**src/rtl/lk_pkg.sv**
```systemverilog
package lk_pkg;

   typedef enum logic {
      LOSS_UNEXPECTED = 1'b0,
      LOSS_INTENDED   = 1'b1
   } loss_cause_e;

   typedef struct packed {
      logic acq;
      logic drop;
      logic mult_chg;
      logic halt_off;
   } flag_evt_t;

endpackage

```
**src/rtl/lk_cause_reg.sv**
```systemverilog
module lk_cause_reg
   import lk_pkg::*;
#(
   parameter int MFD_WINS_TIE = 1
) (
   input  logic        clk,
   input  logic        rst_n,
   input  logic        mult_chg,
   input  logic        drop,
   input  logic        lock_q,
   output loss_cause_e cause_q
);

   loss_cause_e cause_d;
   logic        real_drop;

   // a loss report only counts while lock is actually held
   assign real_drop = drop & lock_q;

   generate
      if (MFD_WINS_TIE != 0) begin : g_mfd_first
         always_comb begin
            cause_d = cause_q;
            if (mult_chg)
               cause_d = LOSS_INTENDED;
            else if (real_drop)
               cause_d = LOSS_UNEXPECTED;
         end
      end else begin : g_loss_first
         always_comb begin
            cause_d = cause_q;
            if (real_drop)
               cause_d = LOSS_UNEXPECTED;
            else if (mult_chg)
               cause_d = LOSS_INTENDED;
         end
      end
   endgenerate

   // reset value lets the first lock after reset set the history flag
   always_ff @(posedge clk) begin
      if (!rst_n)
         cause_q <= LOSS_INTENDED;
      else
         cause_q <= cause_d;
   end

endmodule

```
**src/rtl/lk_stop_shadow.sv**
```systemverilog
module lk_stop_shadow #(
   parameter int RESTORE_ON_STOP = 1
) (
   input  logic clk,
   input  logic rst_n,
   input  logic halt_off,
   input  logic stop_exit,
   input  logic mult_chg,
   input  logic relock,
   input  logic hist_q,
   output logic in_stop,
   output logic restore_pend,
   output logic shadow_q
);

   generate
      if (RESTORE_ON_STOP != 0) begin : g_restore
         always_ff @(posedge clk) begin
            if (!rst_n) begin
               in_stop      <= 1'b0;
               restore_pend <= 1'b0;
               shadow_q     <= 1'b0;
            end else begin
               if (halt_off)
                  in_stop <= 1'b1;
               else if (stop_exit)
                  in_stop <= 1'b0;

               if (halt_off) begin
                  restore_pend <= 1'b1;
                  shadow_q     <= hist_q;
               end else if (relock || mult_chg) begin
                  restore_pend <= 1'b0;
               end
            end
         end
      end else begin : g_no_restore
         assign in_stop      = 1'b0;
         assign restore_pend = 1'b0;
         assign shadow_q     = 1'b0;
      end
   endgenerate

endmodule

```
**src/rtl/lk_flag_core.sv**
```systemverilog
module lk_flag_core
   import lk_pkg::*;
(
   input  logic        clk,
   input  logic        rst_n,
   input  flag_evt_t   evt,
   input  logic        in_stop,
   input  loss_cause_e cause_q,
   input  logic        restore_pend,
   input  logic        shadow_q,
   output logic        live_q,
   output logic        hist_q,
   output logic        relock
);

   logic clear_now;

   assign clear_now = evt.drop | evt.mult_chg | evt.halt_off;
   assign relock    = evt.acq & ~live_q & ~in_stop & ~clear_now;

   always_ff @(posedge clk) begin
      if (!rst_n) begin
         live_q <= 1'b0;
         hist_q <= 1'b0;
      end else if (clear_now) begin
         live_q <= 1'b0;
         hist_q <= 1'b0;
      end else if (relock) begin
         live_q <= 1'b1;
         hist_q <= restore_pend ? shadow_q : (cause_q == LOSS_INTENDED);
      end
   end

endmodule

```
**src/rtl/pll_lock_flags.sv**
```systemverilog
module pll_lock_flags
   import lk_pkg::*;
#(
   parameter int RESTORE_ON_STOP = 1,
   parameter int MFD_WINS_TIE    = 1
) (
   input  logic clk,
   input  logic rst_n,
   input  logic det_lock,
   input  logic det_loss,
   input  logic mult_chg,
   input  logic stop_enter,
   input  logic stop_exit,
   input  logic pll_stop_off,
   output logic lock_live_o,
   output logic lock_hist_o
);

   generate
      if (RESTORE_ON_STOP < 0 || RESTORE_ON_STOP > 1) begin : g_bad_restore
         $error("RESTORE_ON_STOP must be 0 or 1");
      end
      if (MFD_WINS_TIE < 0 || MFD_WINS_TIE > 1) begin : g_bad_tie
         $error("MFD_WINS_TIE must be 0 or 1");
      end
   endgenerate

   flag_evt_t   evt;
   loss_cause_e cause_q;
   logic        in_stop;
   logic        restore_pend;
   logic        shadow_q;
   logic        relock;
   logic        live_q;
   logic        hist_q;

   always_comb begin
      evt.acq      = det_lock;
      evt.drop     = det_loss;
      evt.mult_chg = mult_chg;
      evt.halt_off = stop_enter & pll_stop_off;
   end

   lk_cause_reg #(
      .MFD_WINS_TIE (MFD_WINS_TIE)
   ) i_cause (
      .clk      (clk),
      .rst_n    (rst_n),
      .mult_chg (evt.mult_chg),
      .drop     (evt.drop),
      .lock_q   (live_q),
      .cause_q  (cause_q)
   );

   lk_stop_shadow #(
      .RESTORE_ON_STOP (RESTORE_ON_STOP)
   ) i_shadow (
      .clk          (clk),
      .rst_n        (rst_n),
      .halt_off     (evt.halt_off),
      .stop_exit    (stop_exit),
      .mult_chg     (evt.mult_chg),
      .relock       (relock),
      .hist_q       (hist_q),
      .in_stop      (in_stop),
      .restore_pend (restore_pend),
      .shadow_q     (shadow_q)
   );

   lk_flag_core i_core (
      .clk          (clk),
      .rst_n        (rst_n),
      .evt          (evt),
      .in_stop      (in_stop),
      .cause_q      (cause_q),
      .restore_pend (restore_pend),
      .shadow_q     (shadow_q),
      .live_q       (live_q),
      .hist_q       (hist_q),
      .relock       (relock)
   );

   assign lock_live_o = live_q;
   assign lock_hist_o = hist_q;

endmodule

```
**config.mk**
```make
export PLATFORM = sky130hd
export DESIGN_NAME = pll_lock_flags
export DESIGN_NICKNAME = d
export VERILOG_FILES = /design/src/rtl/lk_pkg.sv /design/src/rtl/lk_cause_reg.sv /design/src/rtl/lk_stop_shadow.sv /design/src/rtl/lk_flag_core.sv /design/src/rtl/pll_lock_flags.sv
export SDC_FILE = /design/constraint.sdc
export NUM_CORES = 1
export LEC_CHECK = 0
export BUFFER_PORTS_ARGS = -buffer_cell sky130_fd_sc_hd__buf_2
export CAP_MARGIN = 10
export CORE_AREA = 2 2 39 41
export CTS_BUF_LIST = sky130_fd_sc_hd__clkbuf_16
export DETAILED_ROUTE_END_ITERATION = 12
export DIE_AREA = 0 0 41 43
export GPL_ROUTABILITY_DRIVEN = 0
export PLACE_DENSITY_LB_ADDON = 0.1
export SLEW_MARGIN = 20
export SYNTH_ARGS = -nofsm -noshare
export SYNTH_HDL_FRONTEND = slang
export SYNTH_HIERARCHICAL = 1
export SYNTH_SLANG_ARGS = --single-unit
```
**constraint.sdc**
```tcl
create_clock -name clk -period 2 [get_ports clk]
set_clock_uncertainty 0.15 [all_clocks]
set_input_delay 0.3 -clock clk [delete_from_list [all_inputs] [get_ports clk]]
set_output_delay 0.3 -clock clk [all_outputs]
set_load 0.03 [all_outputs]
```
==> flow_summary.ini, run 1 <==
[sta]
timing.final.crit_share = 0.632
max_freq_mhz = 791
fin_tns_setup_ns = 0
slew_viol_final = 0
tightest_slew_ns = 0.205
layout_min_cycle_time_ns = 1.26
relSlewSlack = 0.862
setup_violations = 0
hold_violations = 0
whs_ns = 0.140
rsz0062_at_grt = no

[worst_setup_path]
worstPathArrival_ns = 0.81
startpoint_type = register
cp_slowest_stage_delay_ns = 0.37
crit_chain = buf_2
path_max_fanout = 4
cp_top_family = flip-flops
criticalPathCategory = reg -> out
critPathBufInv = 1
crit_start = i_core/live_q
crit_required_ns = 1.55
end_kind = output port
slowest_stage = dfxtp_1
rr_startpoint = i_core/live_q

[layout]
final_area_um2 = 395
diodes = 0
synthToLayoutAreaGrowth_pct = 54.9
final_layout_size_suffix_gt1_frac = 0.385
final_nets = 49

[synthesis]
async_flop_share = 0
yosys_warnings = 6
synth_area_per_cell_um2 = 9.45
netlist_area_um2 = 255
synth_edf_count = 0
synth_top_area_frac = 0.471
post-synth-top-count-cell = dfxtp_1
syn_nets = 35
synthFlopType = dfxtp_1
ys_top_cells_by_count = dfxtp_1, nand2_1
syn_inst = 27
ys_ff_latch = 6
synthDistinctLibCells = 15
ys_top_cells_by_area = dfxtp_1, mux2i_1, nand2_1, nor2b_1, nor3b_2
yosys.area.top_type = dfxtp_1
seq_area_frac_synth = 0.471

[job]
drv_cap = 0

[die]
start_util = 0.184
num_rows = 14
dieArea_um2 = 1760
die_y_um = 43
die_w_um = 41
coreArea_um2 = 1380
ios = 10

[hold_path]
hold_start = mult_chg
hold_class = in -> reg

[clock_network]
post_cts_buffers = 0
clk_pin_slew_ns = 0.03
clock_latency_ns = 0.23
clk_path_buf_depth = 2
cts_buffers = 3
ctsResizeCount = 0
cts.sinks = 6
root_buffer = clkbuf_16
htreeDepth = 1
ctsHoldBuffers = 0
cts_tree = yes

[global_routing]
antenna_found_initial = 0
grt_pass1_vias = 255
overflow = 0
grt_max_degree = 7
grt_first_pass_wirelength_um = 979
grt_usage = 0.0935

[power_and_ir_drop]
ir_worst_vdd_mv = 0.361
p_leak_nw = 0.172
power_mw = 0.476
powerDensity_nw_per_um2 = 1200

[route]
ant_nets = 0
drt_pass1_iterations = 4
routed_via_density = 4.13
drtIter0Drc = 3
wl_um = 578
wl_per_cell_um = 10.5
via_count = 227
drc = 0

[place]
portBuffers = 9
postPlaceCellArea_um2 = 320
hpwl_um = 450

[status]
outcome = finished clean
-- per-stage QoR --
step / cells / setup WS [ns] / utilization
floorplan: 27 / 0.771 / -
global placement: 52 / 0.689 / 0.231
detailed placement: 52 / 0.698 / 0.231
CTS: 55 / 0.719 / 0.286
global route: 55 / 0.696 / 0.286
finish: 55 / 0.736 / 0.286
-- flip-flops by register name, summed over array words and instances, names as in the netlist --
register	count
i_cause/cause_q	1
i_core/hist_q	1
i_core/live_q	1
i_shadow/in_stop	1
i_shadow/restore_pend	1
i_shadow/shadow_q	1
-- final cells by class --
type                       instances  area (um2)
timing repair buffer               9        45.0
tap                               16        20.0
sequential                         6         120
inverter                           2        7.51
clock buffer                       3        75.1
fill                             156         988
multi-input combinational         19         128
-- layout by cell type, fill, tap and decap left out, drive strengths merged --
cell type,n
mux2i,2
and2,2
nor3,1
dfxtp,6
nand2,4
buf,9
o21a,1
nor2,2
o31ai,1
a211o,1
clkbuf,3
nor2b,2
a21oi,1
nor3b,1
a211oi,1
inv,2
-- per-layer routing --
layer,vias to the layer above,wire length (um),global-route usage
li1,115,-,-
met1,101,239,0.0903
met2,9,272,0.119
met3,2,55,0.0628
met4,0,10,0.100
met5,-,0,0
-- final timing paths --
| check | to | slack [ns] | cells past startpoint |
|---|---|---|---|
| worst max register to register | i_shadow/restore_pend | 0.92 | 3 |
| worst min register to register | i_shadow/restore_pend | 0.33 | 2 |
| worst min-delay path | i_shadow/restore_pend | 0.14 | 2 |
| worst max-delay path | lock_live_o | 0.74 | 1 |
-- kinds of logic (layout without fill, tap and decap cells) --
kind of cell,Yosys count,after routing,synth area share
and+or+nand+nor,12,12,0.260
DFF,6,6,0.471
AOI/OAI and AO/OA,5,5,0.162
muxes,2,2,0.0784
buffers and inverters,2,14,0.0294
-- where the power goes --
part           leakage (nW)  total [mW]  internal [mW]  switching [mW]
clock network        0.0370       0.323          0.256          0.0660
logic                0.0858      0.0267         0.0135          0.0132
registers            0.0489       0.127          0.124         0.00270
Power figures use the tool's default switching activity.
==> run 2: changes to the inputs <==
- ABC_AREA: not set -> 1
- clock period: 2 -> 1.15 ns (I/O delays scaled with it)
==> run 2 against run 1 <==
  * Clock power is 75% higher
  * Critical path depth stayed put
  * Synthesized cell count is 81% higher
  * Final area is 18% higher
  * Sequential power is 76% higher
  * Critical endpoint is now lock_hist_o
==> flow_summary.ini, run 2 <==
[status]
outcome = finished clean

[power_and_ir_drop]
combPwrFrac = 0.077
internal_power_mw = 0.692
powerDensity_nw_per_um2 = 1830
p_seq_frac = 0.262
power_frac_clock = 0.662
power_mw = 0.852
p_sw_frac = 0.188
p_leak_nw = 0.254
ir_worst_vdd_mv = 0.723
p_switching_mw = 0.160

[die]
die_y_um = 43
ios = 10
coreArea_um2 = 1380
dieArea_um2 = 1760
num_rows = 14
die_w_um = 41
start_util = 0.225

[synthesis]
yosys.area.top_type = dfxtp_1
yosys_warnings = 6
ys_top_cells_by_count = nand2_1, inv_1, nor2_1
synth_top_area_frac = 0.386
netlist_area_um2 = 312
ys_ff_latch = 6
ys_top_cells_by_area = dfxtp_1, nand2_1, inv_1, nor2_1, nor2_2
synth_area_per_cell_um2 = 6.36
syn_inst = 49
post-synth-top-count-cell = nand2_1
synthFlopType = dfxtp_1
async_flop_share = 0
seq_area_frac_synth = 0.386
syn_nets = 57
synthDistinctLibCells = 12
synth_edf_count = 0

[place]
hpwl_um = 485
dp_slack_ns = 0.0911
placed_cells = 75
portBuffers = 9

[layout]
final_layout_size_suffix_gt1_frac = 0.371
finalCoreUtilization = 0.336
synthToLayoutAreaGrowth_pct = 49.4
diodes = 0
fin_cells = 78
final_nets = 72
mostFrequentLayoutCells = nand2_1, inv_1, buf_2, nor2_1, dfxtp_1
final_common_cell = nand2_1

[clock_network]
post_cts_buffers = 0
clock_latency_ns = 0.23
cts_buffers = 3
htreeDepth = 1
clk_pin_slew_ns = 0.03
cts.sinks = 6
root_buffer = clkbuf_16
ctsResizeCount = 0
clk_path_buf_depth = 2
cts_tree = yes
ctsHoldBuffers = 0

[global_routing]
grt_first_pass_wirelength_mm = 1.12
antenna_found_initial = 0
grt_usage = 0.110
overflow = 0
busiest_layer = met4
grtUsageMet1 = 0.120
grt_max_degree = 6
met2_usage = 0.131
grt_util_met3 = 0.0314
grt_pass1_vias = 281

[hold_path]
hold_class = in -> reg

[worst_setup_path]
critPathBufInv = 1
crit_cells = 1
path_max_fanout = 3
rr_endpoint = i_shadow/restore_pend
cp_slowest_stage_delay_ns = 0.36
slowest_stage = dfxtp_1
startpoint_type = register
crit_chain = clkbuf_4
rr_startpoint = i_shadow/in_stop
worstPathArrival_ns = 0.80
crit_required_ns = 0.83
reg2reg_depth = 8
end_kind = output port
r2r_slack_ns = 0.12
criticalPathCategory = reg -> out
endpoint = lock_hist_o
cp_top_family = flip-flops
crit_start = i_core/hist_q

[sta]
slew_viol_final = 0
max_freq_mhz = 894
timing.final.crit_share = 0.972
relSlewSlack = 0.912
rsz0062_at_grt = no
hold_violations = 0
fin_tns_setup_ns = 0
setup_ws_ns = 0.0320
tightest_slew_ns = 0.131
setup_violations = 0
layout_min_cycle_time_ns = 1.12

[route]
routed_via_density = 3.79
drtIter0Drc = 4
drc = 0
wl_um = 639
wl_per_cell_um = 8.19
ant_nets = 0
drt_pass1_iterations = 3
via_count = 296

[job]
drv_cap = 0
[run 2: cell types whose count changed in the layout (fill, tap and decap cells not counted), moves of 2 or more]
cell	before	now
nor2_2	0	4
nand2_1	4	13
mux2i_1	2	0
a21oi_2	0	2
inv_1	2	11
nor2b_1	2	0
nor2_1	2	6
inv_2	0	2
[run 2: power groups by stage]
stage,Sequential (mW),Clock [mW],Combinational (mW)
after floorplan,0.229,0,0.0359
after global placement,0.226,0,0.0649
after detailed placement,0.226,0,0.0648
after CTS,0.223,0.577,0.0653
after global routing,0.224,0.588,0.0752
final,0.223,0.564,0.0654
[run 2: per-stage QoR]
step	instance area (um2)	hold WS [ns]
after floorplan	313	0.115
after global routing	465	0.0564
after detailed placement	385	0.266
after CTS	460	0.0326
final	465	0.0303
after global placement	385	0.262
[run 2: logic make-up after synthesis]
group	Yosys count	share of synthesized area
simple gates	24	0.333
buf+inv	14	0.169
compound gates	5	0.112
flops	6	0.386
[run 2: layer usage]
metal,vias up,share of wire
met5,-,0
met4,0,0.061
met3,4,0.049
met2,8,0.43
met1,117,0.46
li1,167,-
[run 2: worst min-delay path by stage]
stage,startpoint,to,slack (ns),depth (start not counted)
after CTS,mult_chg,i_cause/cause_q,0.03,3
after floorplan,mult_chg,i_cause/cause_q,0.11,2
after global routing,mult_chg,i_cause/cause_q,0.06,3
final,mult_chg,i_cause/cause_q,0.03,3
after global placement,mult_chg,i_cause/cause_q,0.26,3
after detailed placement,mult_chg,i_cause/cause_q,0.27,3
[run 2: area by class of cell]
cell class,instances,area (um2)
repair buffers,10,55.1
well taps,16,20.0
inverters,14,52.6
clock buffers,3,75.1
flip-flops and latches,6,121
fillers,153,918
multi-input cells,29,141
==> run 3: changes to the inputs <==
--- a/constraint.sdc
+++ b/constraint.sdc
@@ -4,2 +4,2 @@
 set_output_delay 0.1725 -clock clk [all_outputs]
-set_load 0.03 [all_outputs]
+set_load 0.02 [all_outputs]
==> run 3 against run 2 <==
  * Setup slack gained 0.026 ns
  * Critical path depth unchanged
  * Critical path type unchanged
  * Via count is 2.0% lower
  * Highest routed layer unchanged
  * Clock-buffer cell count did not move
  * Non-clock buffer count unchanged
  * Sequential share of layout area increased by 0.14 points
  * Core utilization shrank 0.18 points
  * Global-route usage is 1.0 points lower
==> flow_summary.ini, run 3 (same netlist as run 2, synthesis figures left out) <==
[clock_network]
htreeDepth = 1
clk_pin_slew_ns = 0.03
cts.sinks = 6
ctsHoldBuffers = 0
root_buffer = clkbuf_16
clk_path_buf_depth = 2
cts_tree = yes
cts_buffers = 3
clock_latency_ns = 0.23
ctsResizeCount = 0
post_cts_buffers = 0

[sta]
slew_viol_final = 0
tightest_slew_ns = 0.145
rsz0062_at_grt = no
relSlewSlack = 0.903
hold_violations = 0
fin_tns_setup_ns = 0
timing.final.crit_share = 0.950
layout_min_cycle_time_ns = 1.09
setup_violations = 0
max_freq_mhz = 916

[layout]
n_fill_cell = 154
diodes = 0
multiInputGateArea_um2 = 141
fin_cells = 78
synthToLayoutAreaGrowth_pct = 48.6
final_nets = 72
final_common_cell = nand2_1
final_layout_size_suffix_gt1_frac = 0.371
mostFrequentLayoutCells = nand2_1, inv_1, buf_2, nor2_1, dfxtp_1
regArea_um2 = 121

[route]
wl_per_cell_um = 8.54
via_count = 290
drtIter0Drc = 9
drt_pass1_iterations = 4
wl_um = 666
drc = 0
routed_via_density = 3.72
ant_nets = 0

[status]
outcome = finished clean

[worst_setup_path]
cp_top_family = flip-flops
cp_slowest_stage_delay_ns = 0.36
criticalPathCategory = reg -> out
end_kind = output port
critPathBufInv = 1
crit_chain = buf_2
startpoint_type = register
rr_endpoint = i_shadow/restore_pend
path_max_fanout = 3
worstPathArrival_ns = 0.77
crit_required_ns = 0.83
slowest_stage = dfxtp_1
rr_startpoint = i_shadow/in_stop
r2r_slack_ns = 0.11
reg2reg_depth = 8

[place]
hpwl_um = 494
portBuffers = 9
placed_cells = 75

[die]
ios = 10
coreArea_um2 = 1380
die_y_um = 43
num_rows = 14
dieArea_um2 = 1760
die_w_um = 41
start_util = 0.225

[job]
drv_cap = 0

[hold_path]
min_to = i_cause/cause_q
min_path_cells = 3
hold_start = mult_chg
hold_class = in -> reg

[global_routing]
grt_max_degree = 6
antenna_found_initial = 0
met2_usage = 0.134
grt_pass1_vias = 295
grt_usage = 0.0994
busiest_layer = met2
grtUsageMet1 = 0.113
grt_util_met3 = 0.0314
grt_first_pass_wirelength_mm = 1.10
overflow = 0

[power_and_ir_drop]
powerDensity_nw_per_um2 = 1840
p_leak_nw = 0.254
ir_worst_vdd_mv = 0.738
power_mw = 0.852
run 3: cell types whose count changed in the layout (fill, tap and decap cells not counted):
cell and change:
clkbuf_4 -1, buf_2 +1
run 3: area by class of cell:
| class | instances | area share |
|---|---|---|
| repair buffers | 10 | 0.114 |
| well taps | 16 | 0.0432 |
| clock buffers | 3 | 0.162 |
| flip-flops and latches | 6 | 0.262 |
| inverters | 14 | 0.114 |
| multi-input cells | 29 | 0.305 |
run 3: through the flow:
| stage | util | worst slack (ns) | hold WS [ns] | cell area (um2) |
|---|---|---|---|---|
| 3_5_place_dp | 0.278 | 0.0863 | 0.269 | 384 |
| 2_1_floorplan | - | 0.0391 | 0.115 | 312 |
| 5_1_grt | 0.335 | 0.0220 | 0.0464 | 463 |
| 3_3_place_gp | 0.278 | 0.0612 | 0.266 | 384 |
| 4_1_cts | 0.332 | 0.0199 | 0.0336 | 459 |
| 6_report | 0.335 | 0.0579 | 0.0302 | 463 |
run 3: how the worst max path moves through the flow:
stage / start / end / slack [ns] / depth (start not counted)
floorplan: i_core/live_q / i_shadow/restore_pend / 0.04 / 6
global placement: i_shadow/in_stop / i_shadow/restore_pend / 0.06 / 8
detailed placement: i_shadow/in_stop / i_shadow/restore_pend / 0.09 / 8
CTS: i_core/live_q / lock_live_o / 0.02 / 1
global route: i_shadow/in_stop / i_shadow/restore_pend / 0.02 / 8
finish: i_core/hist_q / lock_hist_o / 0.06 / 1
run 3: report_power, final:
part	switching (mW)	total [mW]	internal [mW]
clock	0.118	0.565	0.446
combinational	0.0363	0.0641	0.0278
sequential	0.00559	0.223	0.217
total	0.160	0.852	0.692
run 3: per-layer routing:
metal,share of wire,routed length [um],vias up
met5,0,0,-
met4,0.012,8,0
met3,0.048,32,2
met2,0.44,295,8
met1,0.50,331,113
li1,-,-,167
